`src/rtl/lsel_pkg.sv`:
```
package lsel_pkg;

  localparam logic [7:0]  CODE_LO       = 8'h06;
  localparam logic [7:0]  CODE_HI       = 8'h0a;
  localparam int unsigned KHZ_LO        = 162000;
  localparam int unsigned KHZ_HI        = 270000;
  localparam logic [7:0]  REV_LANE_FLD  = 8'h11;
  localparam int unsigned PIX_MULT      = 3;
  localparam int unsigned MAX_CANDIDATE = 6;

  typedef enum logic [0:0] {ST_IDLE, ST_SEARCH} srch_state_e;

  // true only for a sink that advertises the high rate
  function automatic logic rate_hi_allowed(input logic [7:0] rate_byte);
    return rate_byte == CODE_HI;
  endfunction

  // lane ceiling derived from revision and lane-count byte
  function automatic logic [2:0] lane_ceiling(input logic [7:0] rev,
                                              input logic [7:0] lanes_byte);
    logic [4:0] fld;
    fld = lanes_byte[4:0];
    if (rev < REV_LANE_FLD) return 3'd4;
    case (fld)
      5'd1:    return 3'd1;
      5'd2:    return 3'd2;
      default: return 3'd4;
    endcase
  endfunction

  function automatic logic [31:0] rate_khz(input logic hi);
    return hi ? 32'(KHZ_HI) : 32'(KHZ_LO);
  endfunction

  function automatic logic [7:0] rate_code_of(input logic hi);
    return hi ? CODE_HI : CODE_LO;
  endfunction

endpackage

```
`src/rtl/lsel_cap_filter.sv`:
```
module lsel_cap_filter
  import lsel_pkg::*;
#(
  parameter int LANE_W = 3
) (
  input  logic [7:0]        cap_rev,
  input  logic [7:0]        cap_rate,
  input  logic [7:0]        cap_lanes,
  output logic              hi_ok,
  output logic [LANE_W-1:0] lane_max
);
  logic [2:0] ceil3;

  always_comb begin
    hi_ok = rate_hi_allowed(cap_rate);
    ceil3 = lane_ceiling(cap_rev, cap_lanes);
  end

  generate
    if (LANE_W > 3) begin : g_wide
      assign lane_max = {{(LANE_W-3){1'b0}}, ceil3};
    end else begin : g_exact
      assign lane_max = ceil3[LANE_W-1:0];
    end
  endgenerate
endmodule

```
`src/rtl/lsel_fit_eval.sv`:
```
module lsel_fit_eval
  import lsel_pkg::*;
#(
  parameter int PIX_W  = 20,
  parameter int KHZ_W  = 19,
  parameter int LANE_W = 3,
  parameter int BW_W   = 22
) (
  input  logic [PIX_W-1:0]  pix,
  input  logic [LANE_W-1:0] lanes,
  input  logic              hi,
  output logic [KHZ_W-1:0]  cand_khz,
  output logic [7:0]        cand_code,
  output logic [BW_W-1:0]   need_bw,
  output logic [BW_W-1:0]   have_bw,
  output logic              fits
);
  logic [31:0] khz32;

  always_comb begin
    khz32     = rate_khz(hi);
    cand_khz  = khz32[KHZ_W-1:0];
    cand_code = rate_code_of(hi);
    need_bw   = BW_W'(pix) * BW_W'(PIX_MULT);
    have_bw   = BW_W'(cand_khz) * BW_W'(lanes);
    fits      = need_bw <= have_bw;
  end
endmodule

```
`src/rtl/lsel_search_ctl.sv`:
```
module lsel_search_ctl
  import lsel_pkg::*;
#(
  parameter int PIX_W  = 20,
  parameter int KHZ_W  = 19,
  parameter int LANE_W = 3
) (
  input  logic              clk,
  input  logic              rst_n,
  input  logic              start,
  input  logic [PIX_W-1:0]  pix_in,
  input  logic              hi_ok_in,
  input  logic [LANE_W-1:0] lane_max_in,
  input  logic              fits,
  input  logic [KHZ_W-1:0]  cand_khz,
  input  logic [7:0]        cand_code,
  output logic [PIX_W-1:0]  pix_q,
  output logic [LANE_W-1:0] cur_lanes,
  output logic              cur_hi,
  output logic              launch,
  output logic              last_cand,
  output logic              busy,
  output logic              done,
  output logic              valid,
  output logic              fail,
  output logic [LANE_W-1:0] lane_cnt,
  output logic [7:0]        rate_code,
  output logic [KHZ_W-1:0]  link_khz
);
  srch_state_e      state;
  logic             hi_ok_q;
  logic [LANE_W-1:0] lane_max_q;

  assign busy      = (state == ST_SEARCH);
  assign launch    = start && (state == ST_IDLE);
  assign last_cand = (cur_hi || !hi_ok_q) && (cur_lanes >= lane_max_q);

  always_ff @(posedge clk or negedge rst_n) begin
    if (!rst_n) begin
      state      <= ST_IDLE;
      pix_q      <= '0;
      hi_ok_q    <= 1'b0;
      lane_max_q <= '0;
      cur_lanes  <= '0;
      cur_hi     <= 1'b0;
      done       <= 1'b0;
      valid      <= 1'b0;
      fail       <= 1'b0;
      lane_cnt   <= '0;
      rate_code  <= '0;
      link_khz   <= '0;
    end else begin
      done  <= 1'b0;
      valid <= 1'b0;
      fail  <= 1'b0;
      case (state)
        ST_IDLE: begin
          if (launch) begin
            pix_q      <= pix_in;
            hi_ok_q    <= hi_ok_in;
            lane_max_q <= lane_max_in;
            cur_lanes  <= LANE_W'(1);
            cur_hi     <= 1'b0;
            state      <= ST_SEARCH;
          end
        end
        ST_SEARCH: begin
          if (fits) begin
            done      <= 1'b1;
            valid     <= 1'b1;
            lane_cnt  <= cur_lanes;
            rate_code <= cand_code;
            link_khz  <= cand_khz;
            state     <= ST_IDLE;
          end else if (last_cand) begin
            done  <= 1'b1;
            fail  <= 1'b1;
            state <= ST_IDLE;
          end else if (!cur_hi && hi_ok_q) begin
            cur_hi <= 1'b1;
          end else begin
            cur_lanes <= cur_lanes << 1;
            cur_hi    <= 1'b0;
          end
        end
        default: state <= ST_IDLE;
      endcase
    end
  end
endmodule

```
`src/rtl/lane_rate_selector.sv`:
```
module lane_rate_selector
  import lsel_pkg::*;
#(
  parameter int PIX_W  = 20,
  parameter int KHZ_W  = 19,
  parameter int LANE_W = 3
) (
  input  logic              clk,
  input  logic              rst_n,
  input  logic              start,
  input  logic [PIX_W-1:0]  pix_khz,
  input  logic [7:0]        cap_rev,
  input  logic [7:0]        cap_rate,
  input  logic [7:0]        cap_lanes,
  output logic              busy,
  output logic              done,
  output logic              valid,
  output logic              fail,
  output logic [LANE_W-1:0] lane_cnt,
  output logic [7:0]        rate_code,
  output logic [KHZ_W-1:0]  link_khz
);
  localparam int NEED_W = PIX_W + 2;
  localparam int HAVE_W = KHZ_W + LANE_W;
  localparam int BW_W   = (NEED_W > HAVE_W) ? NEED_W : HAVE_W;

  logic              hi_ok;
  logic [LANE_W-1:0] lane_max;
  logic [PIX_W-1:0]  pix_q;
  logic [LANE_W-1:0] cur_lanes;
  logic              cur_hi;
  logic              launch;
  logic              last_cand;
  logic [KHZ_W-1:0]  cand_khz;
  logic [7:0]        cand_code;
  logic [BW_W-1:0]   need_bw;
  logic [BW_W-1:0]   have_bw;
  logic              fits;

  lsel_cap_filter #(.LANE_W(LANE_W)) u_caps (
    .cap_rev   (cap_rev),
    .cap_rate  (cap_rate),
    .cap_lanes (cap_lanes),
    .hi_ok     (hi_ok),
    .lane_max  (lane_max)
  );

  lsel_fit_eval #(.PIX_W(PIX_W), .KHZ_W(KHZ_W), .LANE_W(LANE_W), .BW_W(BW_W)) u_fit (
    .pix       (pix_q),
    .lanes     (cur_lanes),
    .hi        (cur_hi),
    .cand_khz  (cand_khz),
    .cand_code (cand_code),
    .need_bw   (need_bw),
    .have_bw   (have_bw),
    .fits      (fits)
  );

  lsel_search_ctl #(.PIX_W(PIX_W), .KHZ_W(KHZ_W), .LANE_W(LANE_W)) u_ctl (
    .clk         (clk),
    .rst_n       (rst_n),
    .start       (start),
    .pix_in      (pix_khz),
    .hi_ok_in    (hi_ok),
    .lane_max_in (lane_max),
    .fits        (fits),
    .cand_khz    (cand_khz),
    .cand_code   (cand_code),
    .pix_q       (pix_q),
    .cur_lanes   (cur_lanes),
    .cur_hi      (cur_hi),
    .launch      (launch),
    .last_cand   (last_cand),
    .busy        (busy),
    .done        (done),
    .valid       (valid),
    .fail        (fail),
    .lane_cnt    (lane_cnt),
    .rate_code   (rate_code),
    .link_khz    (link_khz)
  );
endmodule

```
`config.mk`:
```
export PLATFORM = sky130hd
export DESIGN_NAME = lane_rate_selector
export DESIGN_NICKNAME = d
export VERILOG_FILES = /design/src/rtl/lsel_pkg.sv /design/src/rtl/lsel_cap_filter.sv /design/src/rtl/lsel_fit_eval.sv /design/src/rtl/lsel_search_ctl.sv /design/src/rtl/lane_rate_selector.sv
export SDC_FILE = /design/constraint.sdc
export NUM_CORES = 1
export LEC_CHECK = 0
export BUFFER_PORTS_ARGS = -buffer_cell sky130_fd_sc_hd__buf_2
export CAP_MARGIN = 20
export CORE_MARGIN = 4
export CORE_UTILIZATION = 57
export DETAILED_ROUTE_END_ITERATION = 10
export GPL_ROUTABILITY_DRIVEN = 0
export PLACE_DENSITY = 0.83
export SETUP_SLACK_MARGIN = 0.3
export SLEW_MARGIN = 20
export SYNTH_ARGS = -nofsm -noshare
export SYNTH_HDL_FRONTEND = slang
export SYNTH_SLANG_ARGS = --single-unit
```
`constraint.sdc`:
```
create_clock -name clk -period 5.7 [get_ports clk]
set_input_delay 0.285 -clock clk [delete_from_list [all_inputs] [get_ports clk]]
set_output_delay 0.285 -clock clk [all_outputs]
set_load 0.05 [all_outputs]
```
# After elaboration in Yosys (flattened, before gate mapping)
# Cells that the tools add are included.
# W data, S select, Z words.
# totals
reg_bits	62
inputBits	47
out_inout_bits	34
wordCells	62
# op_classes
mul	2
magnitude_cmp	3
eq_ne	7
n_mux	27
bitwise_logic	1
n_reduce_logical	10
# op_table
operator	count
$le A22 B22 Y1	1
$mul A19 B3 Y22	1
$mul A20 B2 Y22 const B	1
$mux W19	1
$mux W3	6
$mux W1	15
$pmux W3 S2	2
$eq A8 B4 Y1 const B	1
$lt A8 B5 Y1 const B	1
$ne A2 B2 Y1 const B	4
$eq A5 B1 Y1 const B	1
$eq A5 B2 Y1 const B	1
$mux W4	1
$pmux W1 S2	2
$reduce_and A2 Y1	2
$reduce_and A4 Y1	1
$ge A3 B3 Y1	1
$logic_and A1 B1 Y1	3
$reduce_and A3 Y1	1
$logic_not A1 Y1	2
$logic_or A1 B1 Y1	1
$not A1 Y1	1

# Logic depth before layout (Yosys ltp)
# Gate-level depths: netlist of the first run.
# logic_depth
ltp_word	6
mapped_depth	22

# By module
# From an unflattened synthesis of the first run, not the netlist that was laid out.
# unflattened
hier_cells	529
area_unflattened_um2	5203.7
# modules_own_cells
module	n_inst	cells_each	area_each_um2	seq_area_each_um2
lsel_fit_eval	1	359	2690.1	0.0
lsel_search_ctl	1	158	2417.3	1551.5
lsel_cap_filter	1	12	96.3	0.0

# Least setup slack after synthesis of the first run
# OpenSTA, ideal clock, no wires.
# synth_path
kind	register to register
startpoint	reg u_ctl.cur_lanes[0]
endpoint	reg u_ctl.lane_cnt[2]
setup_ps	128
arrival_ps	4657
setup_slack_ps	915
path_stages_with_launch	22
period_less_slack_ps	4785
cell_sequence	dfrtp_1 > clkbuf_1 > inv_1 > nor2_1 > ha_1 > ha_1 > fa_1 > a21o_1 > a21oi_1 > o31ai_1 > a211oi_1 > o21ai_1 > a31oi_1 > xor2_1 > ha_1 > nand4_1 > and4bb_2 > a221oi_1 > o221ai_1 > nand2_1 > nand2_2 > mux2_1
# synth_between
elab_chain_len	3
# synth_rtl
element	line	rtl
start: declaration	lsel_search_ctl.sv:18	output logic [LANE_W-1:0] cur_lanes,
start signal: assignment	lsel_search_ctl.sv:82	cur_lanes <= cur_lanes << 1;
$mul A19 B3 Y22	lsel_fit_eval.sv:25	have_bw = BW_W'(cand_khz) * BW_W'(lanes);
$le A22 B22 Y1	lsel_fit_eval.sv:26	fits = need_bw <= have_bw;
$reduce_and A2 Y1 (no source line)	-	
end signal: assignment	lsel_search_ctl.sv:71	lane_cnt <= cur_lanes;
end: declaration	lsel_search_ctl.sv:26	output logic [LANE_W-1:0] lane_cnt,
# No other way between the ends.
# A chain may end at the register's enable or synchronous reset.

# Final worst setup path of the first run
# layout_path
startpoint	reg u_ctl.cur_hi
endpoint	reg u_ctl.lane_cnt[2]
# layout_between
elab_chain_len	4
# layout_rtl
element	line	rtl
start: declaration	lsel_search_ctl.sv:19	output logic cur_hi,
start signal: assignment	lsel_search_ctl.sv:45	cur_hi <= 1'b0;
start signal: assignment	lsel_search_ctl.sv:63	cur_hi <= 1'b0;
start signal: assignment	lsel_search_ctl.sv:80	cur_hi <= 1'b1;
$mux W19	lsel_pkg.sv:32	return hi ? 32'(KHZ_HI) : 32'(KHZ_LO);
$mul A19 B3 Y22	lsel_fit_eval.sv:25	
$le A22 B22 Y1	lsel_fit_eval.sv:26	
$reduce_and A2 Y1 (no source line)	-	
# No other way between the ends.

==> results.md, run 1 <==
* Status: completed
* Ys flop type: dfrtp_1
* Tightest Hold Check Type: in -> async
* FMAX at 199 MHz
* DRC viols at 0
* Drt initial violations at 169
* Post-DP HPWL at 6.54 mm
* Final WS setup at 666 ps
* Drt pass-1 iters at 4
* Die X at 91.4 µm
* Worst-Margin Slew at 1080 ps
* Critical path type: reg -> reg
* Register area share after synthesis at 24.0%
* Fin Setup TNS at 0 ps
* Total gr overflow at 0
* TritonCTS Buffers at 5
* CP required at 5890 ps
* Fin nets at 637
* Routed Antenna Nets at 0
* CTS Hold Buffers Added at 0
* Min Tclk post-route at 5030 ps
* Number of port buffers at 65
* FF+latch count, synth at 38
* Leading area contributor after synthesis: dfrtp_1
* Final core utilization at 65.0%
* Count of cell types in the netlist at 56
* Critical R2R Launch: u_ctl.cur_hi$_DFFE_PN0P_
* Vias at 3413
* CP Capture Type: register
* Most frequent cells in the layout: nand2_1 (84), buf_2 (65), ha_1 (60)
* Core footprint at 6760 µm²
* Die footprint at 8350 µm²
* Post-Synthesis Cells at 469
* EDFF count, synth at 0
* Area delta synth->final at 10.9%
* Worst reg2reg setup slack at 670 ps
* RSZ-0062 raised after global routing: no
* Worst setup SP type: register
* R2r worst-path depth at 21
* Max_slew headroom at 28.1%
* Ys Warns at 0
* CTS Sinks at 38
* Max Cap Viol at 0
* Worst r2r dst: u_ctl.lane_cnt[2]$_DFFE_PN0P_
* Share of post-route cells with drive strength above 1 at 18.8%
* First-pass GRT wire length at 14.2 mm
* Initial Util at 58.6%
* Mean number of vias per cell at 5.63
* Wire per inst at 14.1 µm
* I/O pin cnt at 81
* Initial antenna violation count at 0
* CP Max Fanout at 8
* CTS tree: built
* CTS clk-pin slew, worst paths at 80 ps
* H-tree Lvls at 2
* Root buf cell: clkbuf_8
* Row count at 30
* Hold Vio Cnt, Final at 0
* Pin count of the biggest net entering global routing at 39
* Die Span Y at 91.4 µm
* Diodes inserted at 0
* Most common cell after layout, fill and taps aside: nand2_1
* Worst Path Arrival at 5220 ps
* Clock buffer depth at 2
* Clock skew at 14.5 ps
* Drt total wl at 8.54 mm
* # setup viols final at 0
* Synth top area share at 24.0%
* Final slew viol count at 0
* Skew-Pair Late Insertion Delay at 310 ps
* DP Worst Slack at 361 ps
* Mapped Avg Cell Area at 8.45 µm²
* Total GRT Usage at 20.4%
* Vias in the first global route at 3242
* Fraction of registers with async set/reset at 100%
* CP startpoint: u_ctl.cur_hi$_DFFE_PN0P_
* Top area cells in the synthesized netlist: dfrtp_1 (24%), ha_1 (19%), nand2_1 (8.0%)
* Netlist Area Pre-Place at 3960 µm²
* Crit share post-route at 88.3%
-- cell usage after synthesis (3+ instances only) --
cell type and count:
ha_1 60, or3_1 3, a211oi_1 3, mux2i_1 6, xor2_1 13, o21bai_1 3
buf_4 24, nor3_1 3, o21a_1 8, o31ai_1 4, o21ai_0 16, nor2b_1 6
inv_1 27, nand2_1 84, mux2_2 3, clkbuf_1 13, and2_1 4, xnor2_1 15
nand4_1 5, fa_1 5, dfrtp_1 38, a221oi_1 3, nor2_1 16, a21oi_1 28
a21o_1 21, nand2b_1 10, nand3_1 11
-- worst max path at each step --
stage | to | slack [ps]
finish | u_ctl.lane_cnt[2]$_DFFE_PN0P_ | 670
global route | u_ctl.cur_lanes[1]$_DFFE_PN0P_ | 310
CTS | u_ctl.lane_cnt[2]$_DFFE_PN0P_ | 330
detailed placement | u_ctl.lane_cnt[2]$_DFFE_PN0P_ | 360
global placement | u_ctl.lane_cnt[2]$_DFFE_PN0P_ | 560
floorplan | u_ctl.lane_cnt[2]$_DFFE_PN0P_ | 910
-- final cells by class --
cell class	count	area [µm²]
tap	80	100
clock inverter	2	12.5
inverter	27	101
clock buffer	6	82.6
multi-input combinational	380	2760
fill	551	2360
sequential	38	953
timing repair buffer	73	385
-- critical path, cell delays in order (launching register included) --
cell and delay, ps:
dfrtp_2 470, buf_4 160, buf_4 130, and2_1 170
ha_1 190, ha_1 210, fa_1 410, a21o_1 210
a21oi_2 210, o31ai_1 170, a211oi_1 290, o21ai_1 110
a31oi_1 210, xor2_1 170, ha_1 260, nand4_1 170
and4bb_2 280, a221oi_1 310, o221ai_2 180, nand2_1 120
nand2_2 140, mux2_1 360
-- routing by layer --
metal | GRT usage [%] | share of wire [%] | vias up | wire length [µm]
met4 | 6.66 | 1.5 | 0 | 128
met1 | 25.8 | 44 | 1607 | 3800
met2 | 36.4 | 50 | 76 | 4280
met5 | 0 | 0 | - | 0
li1 | - | - | 1720 | -
met3 | 2.07 | 3.9 | 10 | 337
-- flip-flops by register name, indices dropped and copies added (netlist names) --
| name | cells |
|---|---|
| u_ctl.pix_q | 20 |
| u_ctl.cur_lanes | 3 |
| u_ctl.lane_cnt | 3 |
| u_ctl.lane_max_q | 3 |
| u_ctl.link_khz | 3 |
| u_ctl.busy | 1 |
| u_ctl.cur_hi | 1 |
| u_ctl.done | 1 |
| u_ctl.fail | 1 |
| u_ctl.hi_ok_q | 1 |
| u_ctl.valid | 1 |
-- kinds of logic (layout without fill, tap and decap cells) --
| family | Yosys count | count (layout) | share of synthesized area, % |
|---|---|---|---|
| muxes | 10 | 10 | 2.65 |
| buffers and inverters | 64 | 108 | 8.34 |
| and+or+nand+nor | 156 | 156 | 18.4 |
| adders and majority gates | 65 | 65 | 21.5 |
| xor gates and xnor gates | 28 | 28 | 6.19 |
| AOI/OAI and AO/OA | 107 | 107 | 18.9 |
| other | 1 | 14 | 0.0946 |
| DFF | 38 | 38 | 24.0 |
-- metrics by stage --
| stage | instances | cell area, µm² | hold slack (ps) |
|---|---|---|---|
| detailed placement | 592 | 4230 | 453 |
| CTS | 600 | 4320 | 127 |
| finish | 606 | 4390 | 93.0 |
| floorplan | 482 | 4010 | -10.6 |
| global route | 606 | 4390 | 167 |
| global placement | 592 | 4230 | 435 |
-- timing repair --
action,CTS,global route
gates resized for setup,0,7
buffers inserted,0,6
endpoints found under the setup margin,0,13
Power of run 1 is left out: the tool's default activity adds up to more than one toggle a clock period on the data nets, which glitch-free logic cannot reach.
==> run 2, diff against run 1 <==
- PLACE_DENSITY: 0.83 -> 0.88
==> results.md, run 2 (same netlist as run 1, synthesis figures left out) <==
* H-tree Lvls at 2
* Critical path type: reg -> reg
* Worst-Margin Slew at 1050 ps
* CP Max Fanout at 8
* CTS Sinks at 38
* Diodes inserted at 0
* Initial Util at 58.6%
* Final Non-Filler Cells at 606
* First-pass GRT wire length at 14.6 mm
* Final slew viol count at 0
* Row count at 30
* CTS tree: built
* Critical Path End: u_ctl.lane_cnt[2]$_DFFE_PN0P_
* Post-DP HPWL at 6.73 mm
* Routed Antenna Nets at 0
* Total GRT Usage at 20.9%
* Largest reg by FF count: u_ctl.pix_q
* Clock buffer depth at 2
* Most common cell after layout, fill and taps aside: nand2_1
* Wire per inst at 14.7 µm
* DRC viols at 0
* Max FFs per register at 20
* Mean number of vias per cell at 5.79
* CP required at 5890 ps
* Tightest Hold Check Type: in -> async
* # setup viols final at 0
* Total gr overflow at 0
* Worst r2r dst: u_ctl.lane_cnt[2]$_DFFE_PN0P_
* Hold Vio Cnt, Final at 0
* I/O pin cnt at 81
* CTS Hold Buffers Added at 0
* CP Capture Type: register
* Worst reg2reg setup slack at 600 ps
* Max_slew headroom at 30.0%
* Vias at 3506
* RSZ-0062 raised after global routing: no
* Clock skew at 10.3 ps
* Max Cap Viol at 0
* Area delta synth->final at 11.4%
* Vias in the first global route at 3377
* Reg area at 956 µm²
* Pin count of the biggest net entering global routing at 39
* Crit share post-route at 89.5%
* Critical R2R Launch: u_ctl.cur_hi$_DFFE_PN0P_
* CTS clk-pin slew, worst paths at 80 ps
* Placed inst area at 4220 µm²
* Drt total wl at 8.93 mm
* Die X at 91.4 µm
* Drt pass-1 iters at 4
* Fin nets at 637
* Die Span Y at 91.4 µm
* Most frequent cells in the layout: nand2_1 (84), buf_2 (65), ha_1 (60)
* R2r worst-path depth at 20
* CP startpoint: u_ctl.cur_hi$_DFFE_PN0P_
* TritonCTS Buffers at 5
* Fin Setup TNS at 0 ps
* Multi-input logic area at 2760 µm²
* FILL cells at 534
* Placed Cells at 591
* Worst setup SP type: register
* Final core utilization at 65.4%
* Share of post-route cells with drive strength above 1 at 19.8%
* Number of port buffers at 65
* Initial antenna violation count at 0
* Status: completed
* Worst Path Arrival at 5290 ps
* Min Tclk post-route at 5100 ps
* Post-route cell area at 4420 µm²
* Drt initial violations at 159
* FMAX at 196 MHz
* Core footprint at 6760 µm²
* Root buf cell: clkbuf_8
* Die footprint at 8350 µm²
* Skew-Pair Late Insertion Delay at 310 ps
## run 2: worst min-delay path by stage
| stage | endpoint | slack, ps | cells past startpoint | startpoint |
|---|---|---|---|---|
| 4_1_cts | u_ctl.pix_q[19]$_DFFE_PN0P_ | 140 | 1 | rst_n |
| 5_1_grt | u_ctl.pix_q[19]$_DFFE_PN0P_ | 170 | 1 | rst_n |
| 3_3_place_gp | u_ctl.lane_cnt[2]$_DFFE_PN0P_ | 430 | 1 | rst_n |
| 3_5_place_dp | u_ctl.link_khz[12]$_DFFE_PN0P_ | 470 | 1 | rst_n |
| 6_report | u_ctl.link_khz[12]$_DFFE_PN0P_ | 100 | 1 | rst_n |
| 2_1_floorplan | u_ctl.busy$_DFF_PN0_ | -10 | 0 | rst_n |
## run 2: cell type report
type / instances / share of cell area, %
clock inverter: 3 / 0.907
clock buffer: 5 / 1.56
tap: 80 / 2.27
multi-input combinational: 380 / 62.5
sequential: 38 / 21.6
timing repair buffer: 73 / 8.73
inverter: 27 / 2.38
## run 2: worst max-delay path, cell delays in order, from the launching register on
cell	delay, ps
dfrtp_2	450
nand2_1	120
xnor2_1	250
ha_1	290
ha_1	230
fa_1	420
a21o_1	210
a21oi_2	200
o31ai_1	190
a211oi_2	300
o21ai_1	110
a31oi_1	200
xor2_1	170
ha_1	260
nand4_1	160
and4bb_2	280
a221oi_1	300
o221ai_2	190
nand2_1	140
nand2_2	160
mux2_1	350
## run 2: through the flow
step	setup WS, ps	hold WS, ps
finish	599	96.2
global route	332	170
detailed placement	260	466
CTS	308	140
global placement	469	433
floorplan	915	-10.6
## run 2: routing by layer
metal  track usage [%]  part of all wire [%]
met1              24.9                    42
met2              36.8                    51
met3              2.98                   4.3
met4              9.42                   2.6
met5                 0                     0
## run 2: timing repair
action                                  in CTS  in global routing
gates cloned                                 0                  0
buffers inserted                             0                  7
resized for setup                            1                 10
endpoints found under the setup margin       6                 13
Power of run 2 is left out for the same reason.
